===== config.mk =====
export PLATFORM = sky130hd
export DESIGN_NAME = icp_unit
export DESIGN_NICKNAME = d
export VERILOG_FILES = /design/src/rtl/icp_unit.sv
export SDC_FILE = /design/constraint.sdc
export NUM_CORES = 1
export LEC_CHECK = 0
export BUFFER_PORTS_ARGS = -buffer_cell sky130_fd_sc_hd__buf_2
export CAP_MARGIN = 5
export CORE_MARGIN = 2
export CORE_UTILIZATION = 47
export CTS_CLUSTER_DIAMETER = 80
export DETAILED_ROUTE_END_ITERATION = 7
export PLACE_DENSITY = 0.86
export RECOVER_POWER = 50
export SLEW_MARGIN = 0
export SYNTH_ARGS = -nofsm -noshare
export SYNTH_HDL_FRONTEND = slang
export SYNTH_SLANG_ARGS = --single-unit

===== constraint.sdc =====
create_clock -name clk -period 3.07 [get_ports clk]
set_input_delay 0.921 -clock clk [delete_from_list [all_inputs] [get_ports clk]]
set_output_delay 0.921 -clock clk [all_outputs]
set_load 0.05 [all_outputs]

===== src/rtl/icp_unit.sv =====
module icp_unit #(
  parameter int CW     = 16,
  parameter int FDEPTH = 4
) (
  input  logic          clk,
  input  logic          rst_n,
  input  logic          cap_pin,
  input  logic [CW-1:0] cnt_val,
  input  logic          filt_en,
  input  logic          edge_rise,
  input  logic          irq_en,
  input  logic          icr_is_top,
  input  logic          icr_wr,
  input  logic [CW-1:0] icr_wdata,
  input  logic          flag_clr,
  output logic [CW-1:0] cap_val,
  output logic          cap_flag,
  output logic          cap_irq
);
  localparam int HW = FDEPTH - 1;

  logic [1:0]    sync_q;
  logic [HW-1:0] hist_q;
  logic          filt_q, prev_q, flag_q;
  logic [CW-1:0] cap_q;

  wire s2      = sync_q[1];
  wire all_hi  = &{hist_q, s2};
  wire all_lo  = ~|{hist_q, s2};
  wire lvl     = filt_en ? filt_q : s2;
  wire rise_e  = lvl & ~prev_q;
  wire fall_e  = ~lvl & prev_q;
  wire cap_evt = !icr_is_top && (edge_rise ? rise_e : fall_e);

  always_ff @(posedge clk or negedge rst_n) begin
    if (!rst_n) begin
      sync_q <= '0;
      hist_q <= '0;
      filt_q <= 1'b0;
      prev_q <= 1'b0;
    end else begin
      sync_q <= {sync_q[0], cap_pin};
      hist_q <= {hist_q[HW-2:0], s2};
      if (all_hi)      filt_q <= 1'b1;
      else if (all_lo) filt_q <= 1'b0;
      prev_q <= lvl;
    end
  end

  always_ff @(posedge clk or negedge rst_n) begin
    if (!rst_n) begin
      flag_q <= 1'b0;
      cap_q  <= '0;
    end else begin
      if (cap_evt)       flag_q <= 1'b1;
      else if (flag_clr) flag_q <= 1'b0;
      if (cap_evt)                  cap_q <= cnt_val;
      else if (icr_is_top && icr_wr) cap_q <= icr_wdata;
    end
  end

  assign cap_val  = cap_q;
  assign cap_flag = flag_q;
  assign cap_irq  = flag_q & irq_en;

  AST_TOP_NO_CAPTURE: assert property (@(posedge clk) disable iff (!rst_n)
    $rose(cap_flag) |-> !$past(icr_is_top));
  AST_VAL_HOLD: assert property (@(posedge clk) disable iff (!rst_n)
    (!cap_evt && !(icr_is_top && icr_wr)) |=> $stable(cap_val));
  AST_CLEAR_WORKS: assert property (@(posedge clk) disable iff (!rst_n)
    (flag_clr && !cap_evt) |=> !cap_flag);
  AST_CAPTURE_WINS: assert property (@(posedge clk) disable iff (!rst_n)
    cap_evt |=> cap_flag);
  AST_FILT_AGREE: assert property (@(posedge clk) disable iff (!rst_n)
    (filt_q != $past(filt_q)) |-> ($past(all_hi) || $past(all_lo)));
  AST_IRQ_GATED: assert property (@(posedge clk) disable iff (!rst_n)
    !irq_en |-> !cap_irq);
endmodule


Word level (Yosys, flattened, before mapping):

Index checks and enable logic that the tools add are counted.

* flip-flop bits (word level): 24
* input bits: 41
* logic and storage cells: 27

* eq/ne operators: 1
* multiplexer cells: 8
* bitwise logic cells: 5
* reduce and logical (&&, ||, !) cells: 7

Operators by type and width (count)
* $mux 16: 2
* $mux 1: 6
* $reduce_and 4->1: 1
* $reduce_bool 2->1: 2
* $reduce_or 4->1: 1
* $and 1x1->1: 3
* $logic_and 1x1->1: 2
* $ne 2x2->1 const B: 1
* $not 1->1: 2
* $logic_not 1->1: 1

Logic depth before layout (Yosys ltp):

Gate-level depths: netlist of the first run.

* depth after elaboration: 6
* gate-level depth with buffers: 4
* gate-level depth less buffers: 3

Worst setup path after synthesis of the first run:

Ideal clock, no wire load.

* kind: in2out
* start: input irq_en
* end: output cap_irq
* data arrival time: 1.328 ns
* required time: 2.149 ns
* slack: 0.821 ns
* cell stages on the path: 1
* path buffers: 0
* cells stage by stage: and2_1

* cells in the longest elaborated chain, start to end: 1

Ends and longest elaborated chain
* from (decl): line 11 `input logic irq_en,`
* $and 1x1->1: line 64 `assign cap_irq = flag_q & irq_en;`
* to (decl): line 18 `output logic cap_irq`

Every way passes these cells.

Worst setup path after layout of the first run:

* start: input filt_en
* end: register cap_q[9] (netlist: cap_val[9])

* cells in the longest elaborated chain, start to end: 6
* elaborated cells on any way between the ends: 8
* classes of those cells: mux (3); bitwise (3); reduce/logical (2)

Ends and longest elaborated chain
* from (decl): line 9 `input logic filt_en,`
* $mux 1 (*): line 30 `wire lvl = filt_en ? filt_q : s2;`
* via lvl: line 30
* $not 1->1: line 32 `wire fall_e = ~lvl & prev_q;`
* $and 1x1->1: line 32
* $mux 1 (*): line 33 `wire cap_evt = !icr_is_top && (edge_rise ? rise_e : fall_e);`
* $logic_and 1x1->1 (*): line 33
* $mux 16 / $reduce_bool 2->1 (equally long branches)
* to (signal assigned): line 57 `if (cap_evt) cap_q <= cnt_val;`
* to (signal assigned): line 58 `else if (icr_is_top && icr_wr) cap_q <= icr_wdata;`
* to (decl): line 25 `logic [CW-1:0] cap_q;`

The timed path passes the listed nets; every way through them passes the cells marked *.
A chain may end at the register's enable or synchronous reset.

==> impl_metrics.yaml, run 1 <==
run_status:
  status: "finished, final reports clean"
logic_synthesis:
  synth_warnings: 0
  syn-cell-area_um2: 1119
  synth_cell_type_count: 15
  yosys-top-cells-count: "24 x dfrtp_1, 23 x mux2_2, 10 x mux2_4"
  yosysMostFrequentCell: "dfrtp_1"
  synth_fp_nets: 111
  ys_top_cells_by_area: "dfrtp_1 54%, mux2_2 23%, mux2_4 13%, mux2i_4 2.0%, buf_12 1.8%"
  synth_cells: 70
  synth_area_leader_cell: "dfrtp_1"
  avgSynthCellArea_um2: 15.98
  synthArstFlopShare: 1.000
  ys_seq_area_frac: 0.5369
  synth_top_area_frac: 0.5369
  synth_flop_cell: "dfrtp_1"
  synth_edf_count: 0
  postSynthRegisterBits: 24
critical_path:
  cp.arrival_ns: 2.62
  worstPathMaxFanout: 10
  required_ns: 3.28
  cp_top_family: "multiplexers"
  path_cells: "buf_2, mux2_1, mux2i_1, buf_4, mux2_4"
  start_kind: "input port"
  r2r_cells: 4
  cpPeakStageDelay_ns: 0.59
  endpoint_kind: "flip-flop"
  slowest_stage: "mux2i_1"
  crit_buf_inv: 2
  path_class: "in -> reg"
  path_depth: 5
cts:
  cts.sink_count: 24
  cts_tree: "yes"
  cts_hold_buffers: 0
  clockBufferDepth: 2
  cts_resized: 0
  path_clk_slew_ns: 0.13
  root_buffer: "clkbuf_4"
  post_cts_buffers: 0
  htreeDepth: 1
  numCtsBuffers: 3
  clock_latency_ns: 0.31
routing:
  routed_wl_um: 2080
  drc: 0
  viasPerCell: 4.925
  vias: 783
  wl_per_cell_um: 13.08
  ant_nets: 0
  drtIter0Drc: 1
  first_pass_iters: 3
sta:
  layout_setup_ws_ns: 0.6587
  fin_hold_ws_ns: 0.3768
  clock.fmax_ghz: 0.4147
  worstMarginPinSlew_ns: 1.202
  skew_ns: 0.005476
  rsz0062_at_grt: "false"
  min_period_over_period: 0.7855
  setup_viol: 0
  finalSetupTns_ns: 0
  slew_viol_final: 0
  slew_headroom: 0.1989
  timing.final.hold_violations: 0
  layout_min_cycle_time_ns: 2.411
pwr:
  peakVddDrop_mv: 0.3776
  finalPower_uw: 984.3
  p_leak_nw: 0.7472
  power_density_nw_per_um2: 677.0
global_routing:
  grt_pass1_vias: 807
  antenna_found_initial: 0
  track_usage: 0.1711
  grt_pass1_wl_um: 3353
  grt_max_degree: 25
  overflow: 0
placed_design:
  place_area_um2: 1420
  dp_hpwl_um: 1639
  io_buffer_count: 58
  preCtsSetupSlack_ns: 0.6603
  place_congestion: 0.6674
run:
  maxCapViolCount: 0
floorplanning:
  io_pins: 59
  core_um2: 2233
  die_y_um: 52.79
  start_util: 0.5008
  die-area_um2: 2786
  num_rows: 17
  die_w_um: 52.79
layout:
  nFillCells: 190
  multiInputGateArea_um2: 466.7
  layout-drive-gt1-share: 0.7099
  layout.nets: 173
  regArea_um2: 600.6
  syn_to_final_growth_pct: 29.98
  stdcell_area_um2: 1454
  antenna_cells: 0
min_path:
  hold_path_class: "reg -> reg"
  min_path_cells: 0
## through the flow
stage            util  std cells
2_1_floorplan       -         70
3_3_place_gp   0.6359        155
3_5_place_dp   0.6359        155
4_1_cts        0.6594        159
5_1_grt        0.6510        159
6_report       0.6510        159
## layer usage
layer  global-route usage  share of wire
met4              0.08974          0.022
met5                    0              0
met1               0.2011           0.42
met3              0.04000          0.090
met2               0.2875           0.47
## where the power goes
| part | switching, mW | internal [mW] | leakage [nW] |
|---|---|---|---|
| sequential | 0.0263 | 0.366 | 0.284 |
| clock | 0.0935 | 0.132 | 0.0279 |
| combinational | 0.231 | 0.135 | 0.435 |
| total | 0.351 | 0.633 | 0.747 |
## cell type report
| class | instances | share of cell area |
|---|---|---|
| multi-input combinational | 43 | 0.3210 |
| inverter | 1 | 0.002582 |
| clock buffer | 3 | 0.01549 |
| clock inverter | 1 | 0.02065 |
| tap | 28 | 0.02410 |
| sequential | 24 | 0.4131 |
| timing repair buffer | 59 | 0.2031 |
## path summary, 6_finish.rpt
| kind | startpoint | to | slack (ns) |
|---|---|---|---|
| setup / recovery | filt_en | cap_val[9]$_DFFE_PN0P_ | 0.66 |
| hold / removal | sync_q[0]$_DFF_PN0_ | sync_q[1]$_DFF_PN0_ | 0.38 |
| setup reg to reg | filt_q$_DFFE_PN0P_ | cap_val[9]$_DFFE_PN0P_ | 0.95 |
| hold reg to reg | sync_q[0]$_DFF_PN0_ | sync_q[1]$_DFF_PN0_ | 0.38 |
| max in group asynchronous | rst_n | cap_val[7]$_DFFE_PN0P_ | 1.54 |
| min in group asynchronous | rst_n | filt_q$_DFFE_PN0P_ | 0.81 |
## kinds of logic (layout without fill, tap and decap cells)
logic type,count (synthesis),in the layout,synth area share
buffers and inverters,3,64,0.03132
multiplexers,34,34,0.3859
flip-flops,24,24,0.5369
AO/OA/AOI/OAI,3,3,0.01454
AND/OR/NAND/NOR,6,6,0.03132
## registers in the layout, indices dropped and copies added, names as in the netlist
| signal | flops |
|---|---|
| hist_q | 3 |
| sync_q | 2 |
| prev_q | 1 |
| cap_flag | 1 |
| filt_q | 1 |
| cap_val | 16 |
## worst register-to-register path, delay by kind of cell (launching register included)
kind	cells	cell delay, ns
flip-flops	1	0.42
multiplexers	3	1.25
buffers and inverters	1	0.34
## cells in the final DEF, fill, tap and decap left out
| cell type | n |
|---|---|
| or3_1 | 1 |
| mux2_1 | 1 |
| mux2_4 | 9 |
| mux2_2 | 23 |
| inv_1 | 1 |
| and2_1 | 1 |
| o21ai_0 | 1 |
| a31oi_1 | 1 |
| a21oi_1 | 1 |
| buf_2 | 56 |
| buf_4 | 1 |
| nor2_1 | 1 |
| bufinv_16 | 1 |
| dfrtp_1 | 24 |
| nand2_1 | 1 |
| mux2i_1 | 1 |
| clkbuf_4 | 3 |
| nor3b_1 | 2 |
| clkbuf_1 | 2 |
Note: power is estimated with default switching activity, not from simulation.
==> inputs of run 2 (changes only) <==
--- a/config.mk
+++ b/config.mk
@@ -8,10 +8,10 @@
 export BUFFER_PORTS_ARGS = -buffer_cell sky130_fd_sc_hd__buf_2
 export CAP_MARGIN = 5
 export CORE_MARGIN = 2
-export CORE_UTILIZATION = 47
+export CORE_UTILIZATION = 44
 export CTS_CLUSTER_DIAMETER = 80
 export DETAILED_ROUTE_END_ITERATION = 7
-export PLACE_DENSITY = 0.86
+export PLACE_DENSITY = 0.81
 export RECOVER_POWER = 50
 export SLEW_MARGIN = 0
 export SYNTH_ARGS = -nofsm -noshare
==> constraint.sdc (replaced) <==
create_clock -name clk -period 2.5 [get_ports clk]
set_input_delay 0.75 -clock clk [delete_from_list [all_inputs] [get_ports clk]]
set_output_delay 0.75 -clock clk [all_outputs]
set_load 0.05 [all_outputs]
==> run 2 against run 1 <==
Non-clock buffer count is 2 higher. Worst setup slack worse by 0.13 ns. Cell count is 2.5% higher. Critical path depth stayed put. Total power is 22% higher. Clock skew is 0.0040 ns lower. Hold slack better by 0.0042 ns. Global-route usage is 1.3 points lower. Clock-buffer cell count stayed put. Sequential share of layout area is 0.66 points lower.
==> impl_metrics.yaml, run 2 (synthesis gave the netlist of run 1 again) <==
critical_path:
  cp.arrival_ns: 2.18
  worstPathMaxFanout: 7
  path_class: "in -> reg"
  endpoint_kind: "flip-flop"
  path_depth: 5
  start_kind: "input port"
  r2r_end: "cap_val[8]$_DFFE_PN0P_"
  slowest_stage: "clkbuf_1"
  cp_top_family: "multiplexers"
  crit_path_end: "cap_val[8]$_DFFE_PN0P_"
  path_cells: "buf_2, mux2_1, mux2i_4, clkbuf_1, mux2_2"
  crit_buf_inv: 2
  r2r_cells: 4
  cpPeakStageDelay_ns: 0.39
  required_ns: 2.70
  cp-startpoint: "filt_en"
  rrSetupSlack_ns: 0.66
  timing.rr.start: "sync_q[1]$_DFF_PN0_"
layout:
  regArea_um2: 600.6
  antenna_cells: 0
  layout.cells.non_filler: 163
  most-common-layout-cells: "57 x buf_2, 24 x dfrtp_1, 23 x mux2_2, 8 x mux2_4, 3 x clkbuf_4"
  nFillCells: 226
  largest_register_ffs: 16
  syn_to_final_growth_pct: 32.10
  final_common_cell: "buf_2"
  layout-drive-gt1-share: 0.7143
  multiInputGateArea_um2: 475.5
  layout.nets: 175
global_routing:
  grt_pass1_wl_um: 3263
  overflow: 0
  track_usage: 0.1576
  grt_max_degree: 25
  grt_pass1_vias: 787
  antenna_found_initial: 0
cts:
  clockBufferDepth: 2
  htreeDepth: 1
  post_cts_buffers: 0
  numCtsBuffers: 3
  cts_hold_buffers: 0
  path_clk_slew_ns: 0.13
  clock_latency_ns: 0.30
  cts_resized: 0
  cts.sink_count: 24
  root_buffer: "clkbuf_4"
  cts_tree: "yes"
routing:
  met1_length_um: 861
  first_pass_iters: 3
  wl_per_cell_um: 12.94
  highest_layer: "met3"
  viasPerCell: 4.785
  drtIter0Drc: 3
  vias: 780
  drc: 0
  route.met2.wl_um: 1038
  ant_nets: 0
  wl_met3_um: 209
  routed_wl_um: 2109
floorplanning:
  num_rows: 18
  core_um2: 2432
  io_pins: 59
  start_util: 0.4599
  die_w_um: 54.42
  die_y_um: 54.42
  die-area_um2: 2962
sta:
  worstMarginPinSlew_ns: 1.218
  rsz0062_at_grt: "false"
  slew_viol_final: 0
  timing.final.hold_violations: 0
  skew_ns: 0.001493
  layout_min_cycle_time_ns: 1.974
  min_period_over_period: 0.7894
  slew_headroom: 0.1883
  setup_viol: 0
  clock.fmax_ghz: 0.5067
  finalSetupTns_ns: 0
placed_design:
  io_buffer_count: 58
  dp_cells: 159
  place_congestion: 0.6379
  dp_hpwl_um: 1734
pwr:
  peakVddDrop_mv: 0.5516
  power_density_nw_per_um2: 815.9
  p_leak_nw: 0.7505
min_path:
  hold_path_class: "reg -> reg"
run_status:
  status: "finished, final reports clean"
run:
  maxCapViolCount: 0
[run 2: how the worst min path moves through the flow]
stage	start	endpoint	slack, ns	cells after the start
2_1_floorplan	sync_q[0]$_DFF_PN0_	sync_q[1]$_DFF_PN0_	0.33	0
3_3_place_gp	sync_q[0]$_DFF_PN0_	sync_q[1]$_DFF_PN0_	0.34	0
3_5_place_dp	sync_q[0]$_DFF_PN0_	sync_q[1]$_DFF_PN0_	0.36	0
4_1_cts	sync_q[0]$_DFF_PN0_	sync_q[1]$_DFF_PN0_	0.39	0
5_1_grt	sync_q[0]$_DFF_PN0_	sync_q[1]$_DFF_PN0_	0.38	0
6_report	sync_q[0]$_DFF_PN0_	sync_q[1]$_DFF_PN0_	0.38	0
[run 2: layer usage]
layer / global-route usage / vias up
met1: 0.1940 / 362
li1: - / 377
met3: 0.03552 / 0
met2: 0.2731 / 41
met5: 0 / -
met4: 0.05000 / 0
[run 2: area by class of cell]
| cell class | instances | area share |
|---|---|---|
| sequential | 24 | 0.4064 |
| inverter | 1 | 0.002540 |
| clock inverter | 1 | 0.02032 |
| timing repair buffer | 61 | 0.2083 |
| multi-input combinational | 43 | 0.3218 |
| tap | 30 | 0.02540 |
| clock buffer | 3 | 0.01524 |
[run 2: where the power goes]
group	internal, mW	switching (mW)
Sequential	0.450	0.0319
Clock	0.162	0.110
Combinational	0.167	0.285
Total	0.779	0.427
[run 2: worst reg2reg max path, stage by stage, from the launching register on]
cell and delay [ns]:
dfrtp_1 0.42, mux2_1 0.36, mux2i_4 0.18, clkbuf_1 0.39
mux2_2 0.39
[run 2: per-stage QoR]
stage	total power, mW	hold slack, ns	util	setup WS [ns]	instance area [µm²]
final	1.206	0.3809	0.6075	0.5265	1478
after global routing	1.270	0.3839	0.6075	0.4869	1478
after CTS	1.227	0.3877	0.6127	0.5748	1490
after detailed placement	0.9524	0.3609	0.5910	0.4501	1438
after global placement	0.9392	0.3367	0.5910	0.4808	1438
after floorplan	0.8343	0.3312	-	0.5457	1119
==> inputs of run 3 (changes only) <==
--- a/config.mk
+++ b/config.mk
@@ -5,10 +5,11 @@
 export SDC_FILE = /design/constraint.sdc
 export NUM_CORES = 1
 export LEC_CHECK = 0
+export ABC_AREA = 1
 export BUFFER_PORTS_ARGS = -buffer_cell sky130_fd_sc_hd__buf_2
 export CAP_MARGIN = 5
 export CORE_MARGIN = 2
-export CORE_UTILIZATION = 44
+export CORE_UTILIZATION = 45
 export CTS_CLUSTER_DIAMETER = 80
 export DETAILED_ROUTE_END_ITERATION = 7
 export PLACE_DENSITY = 0.81
==> constraint.sdc (replaced) <==
create_clock -name clk -period 1.9 [get_ports clk]
set_input_delay 0.57 -clock clk [delete_from_list [all_inputs] [get_ports clk]]
set_output_delay 0.57 -clock clk [all_outputs]
set_load 0.05 [all_outputs]
==> run 3 against run 2 <==
Design area grew 5.0%. Routed wire length grew 30%. Area after synthesis grew 10%. Global-route usage grew 1.9 points. Die area grew 7.1%. Largest power group unchanged.
==> impl_metrics.yaml, run 3 <==
sta:
  finalSetupTns_ns: 0
  worstMarginPinSlew_ns: 1.226
  setup_viol: 0
  clock.fmax_ghz: 0.6145
  timing.final.hold_violations: 0
  skew_ns: 0.002790
  layout_setup_ws_ns: 0.2727
  min_period_over_period: 0.8565
  slew_headroom: 0.1830
  layout_min_cycle_time_ns: 1.627
  rsz0062_at_grt: "false"
  slew_viol_final: 0
logic_synthesis:
  synth_warnings: 0
  synth_edf_count: 0
  synth_flop_cell: "dfrtp_1"
  yosys.area_share.simple: 0.3898
  synth_cells: 166
  synth_top_family_by_area: "simple AND/OR/NAND/NOR gates"
  synth_top_area_frac: 0.4873
  synthArstFlopShare: 1.000
  postSynthRegisterBits: 24
  synth_mux_area_frac: 0
  avgSynthCellArea_um2: 7.424
  synth_compound_area_frac: 0.008122
  yosysMostFrequentCell: "nand2_1"
  ys_top_cells_by_area: "dfrtp_1 49%, nand2_1 20%, nand3_1 13%, inv_1 7.0%, nand2_2 2.0%"
  synth_area_leader_cell: "dfrtp_1"
  synth_fp_nets: 207
  synthAdderAreaFrac: 0
  synth-xor-area-share: 0
  yosys-top-cells-count: "66 x nand2_1, 33 x nand3_1, 24 x dfrtp_1"
  ys_seq_area_frac: 0.4873
  synth_cell_type_count: 15
  syn-cell-area_um2: 1232
layout:
  stdcell_area_um2: 1551
  most-common-layout-cells: "67 x nand2_1, 57 x buf_2, 33 x nand3_1, 24 x dfrtp_1, 23 x inv_1"
  layout.nets: 265
  layout-drive-gt1-share: 0.3049
  largest_register_ffs: 16
  syn_to_final_growth_pct: 25.89
  postLayoutCoreUtil: 0.6096
  antenna_cells: 0
  nFillCells: 247
  final_common_cell: "nand2_1"
routing:
  drtIter0Drc: 17
  drc: 0
  vias: 1197
  first_pass_iters: 4
  viasPerCell: 4.731
  ant_nets: 0
  wl_per_cell_um: 10.87
  routed_wl_um: 2751
placed_design:
  dp_hpwl_um: 2106
  preCtsSetupSlack_ns: 0.1941
  place_area_um2: 1524
  io_buffer_count: 58
  place_congestion: 0.7889
run:
  maxCapViolCount: 0
cts:
  numCtsBuffers: 3
  cts_hold_buffers: 0
  cts.sink_count: 24
  post_cts_buffers: 0
  path_clk_slew_ns: 0.13
  clockBufferDepth: 2
  cts_tree: "yes"
  cts_resized: 0
  clock_latency_ns: 0.31
  htreeDepth: 1
  root_buffer: "clkbuf_4"
min_path:
  hold_path_class: "in -> reg"
  min_path_cells: 1
  min_to: "sync_q[0]$_DFF_PN0_"
  min-delay-start: "cap_pin"
floorplanning:
  core_um2: 2545
  die_y_um: 56.33
  die_w_um: 56.33
  num_rows: 18
  start_util: 0.4843
  die-area_um2: 3173
  io_pins: 59
critical_path:
  slowest_stage: "nand2_2"
  endpoint_kind: "flip-flop"
  worstPathMaxFanout: 33
  crit_top_cell: "nand2_1"
  required_ns: 2.11
  start_kind: "flip-flop"
  r2r_end: "cap_val[3]$_DFFE_PN0P_"
  cp-startpoint: "sync_q[1]$_DFF_PN0_"
  rrSetupSlack_ns: 0.27
  cpPeakStageDelay_ns: 0.47
  path_class: "reg -> reg"
  timing.rr.start: "sync_q[1]$_DFF_PN0_"
  cp.arrival_ns: 1.84
  path_cells: "nand2_1, nand2_2, nand2_2, nand2_4, nand2_2, nand2_1, nand2_1, nand2_1"
  r2r_cells: 8
global_routing:
  overflow: 0
  grt_pass1_wl_um: 4595
  track_usage: 0.1770
  grt_max_degree: 34
  antenna_found_initial: 0
  grt_pass1_vias: 1159
run_status:
  status: "finished, final reports clean"
pwr:
  peakVddDrop_mv: 0.5433
  power_density_nw_per_um2: 990.1
  p_leak_nw: 0.9705
  finalPower_mw: 1.536
-- run 3: changes by cell type after synthesis, sizes merged, moves of 2 or more --
cell and change:
mux2 -33, nand3 +33, buf +4, nand2 +71, inv +22, nor3b -2
-- run 3: area by class of cell --
cell class	count	area [µm²]	area share
flip-flops and latches	24	600.6	0.3871
multi-input cells	111	483.0	0.3113
repair buffers	60	304.0	0.1960
inverters	24	90.09	0.05806
well taps	30	37.54	0.02419
clock buffers	4	36.28	0.02339
-- run 3: worst max path at each step --
stage | slack, ns | to
floorplan | 0.29 | cap_irq
global placement | 0.23 | cap_val[0]$_DFFE_PN0P_
detailed placement | 0.19 | cap_val[3]$_DFFE_PN0P_
CTS | 0.28 | cap_irq
global route | 0.10 | cap_val[4]$_DFFE_PN0P_
finish | 0.27 | cap_val[3]$_DFFE_PN0P_
-- run 3: power breakdown --
part | switching [mW] | leakage, nW | internal (mW) | total, mW
registers | 0.0519 | 0.286 | 0.601 | 0.653
logic | 0.464 | 0.663 | 0.153 | 0.617
clock network | 0.149 | 0.0210 | 0.117 | 0.266
total | 0.664 | 0.971 | 0.872 | 1.54
-- run 3: routing by layer --
metal | GRT usage | wire length, µm | vias to the layer above | part of all wire
met4 | 0.05782 | 28 | 0 | 0.010
met2 | 0.3294 | 1433 | 32 | 0.52
met5 | 0 | 0 | - | 0
met1 | 0.2112 | 1156 | 541 | 0.42
li1 | - | - | 620 | -
met3 | 0.01843 | 132 | 4 | 0.048
-- run 3: worst max-delay path: cells and delay by family (launching register included) --
| family | cells | cell delay, ns |
|---|---|---|
| DFF | 1 | 0.44 |
| and+or+nand+nor | 8 | 1.09 |
-- run 3: logic make-up (layout without fill, tap and decap cells) --
family / after synthesis / after routing
AOI/OAI and AO/OA: 2 / 2
buffers and inverters: 31 / 88
DFF: 24 / 24
and+or+nand+nor: 109 / 109
-- run 3: metrics by stage --
step	hold slack [ns]	std cells
after detailed placement	0.3542	249
final	0.3653	253
after CTS	0.2191	253
after floorplan	0.2744	166
after global placement	0.3331	249
after global routing	0.3501	253
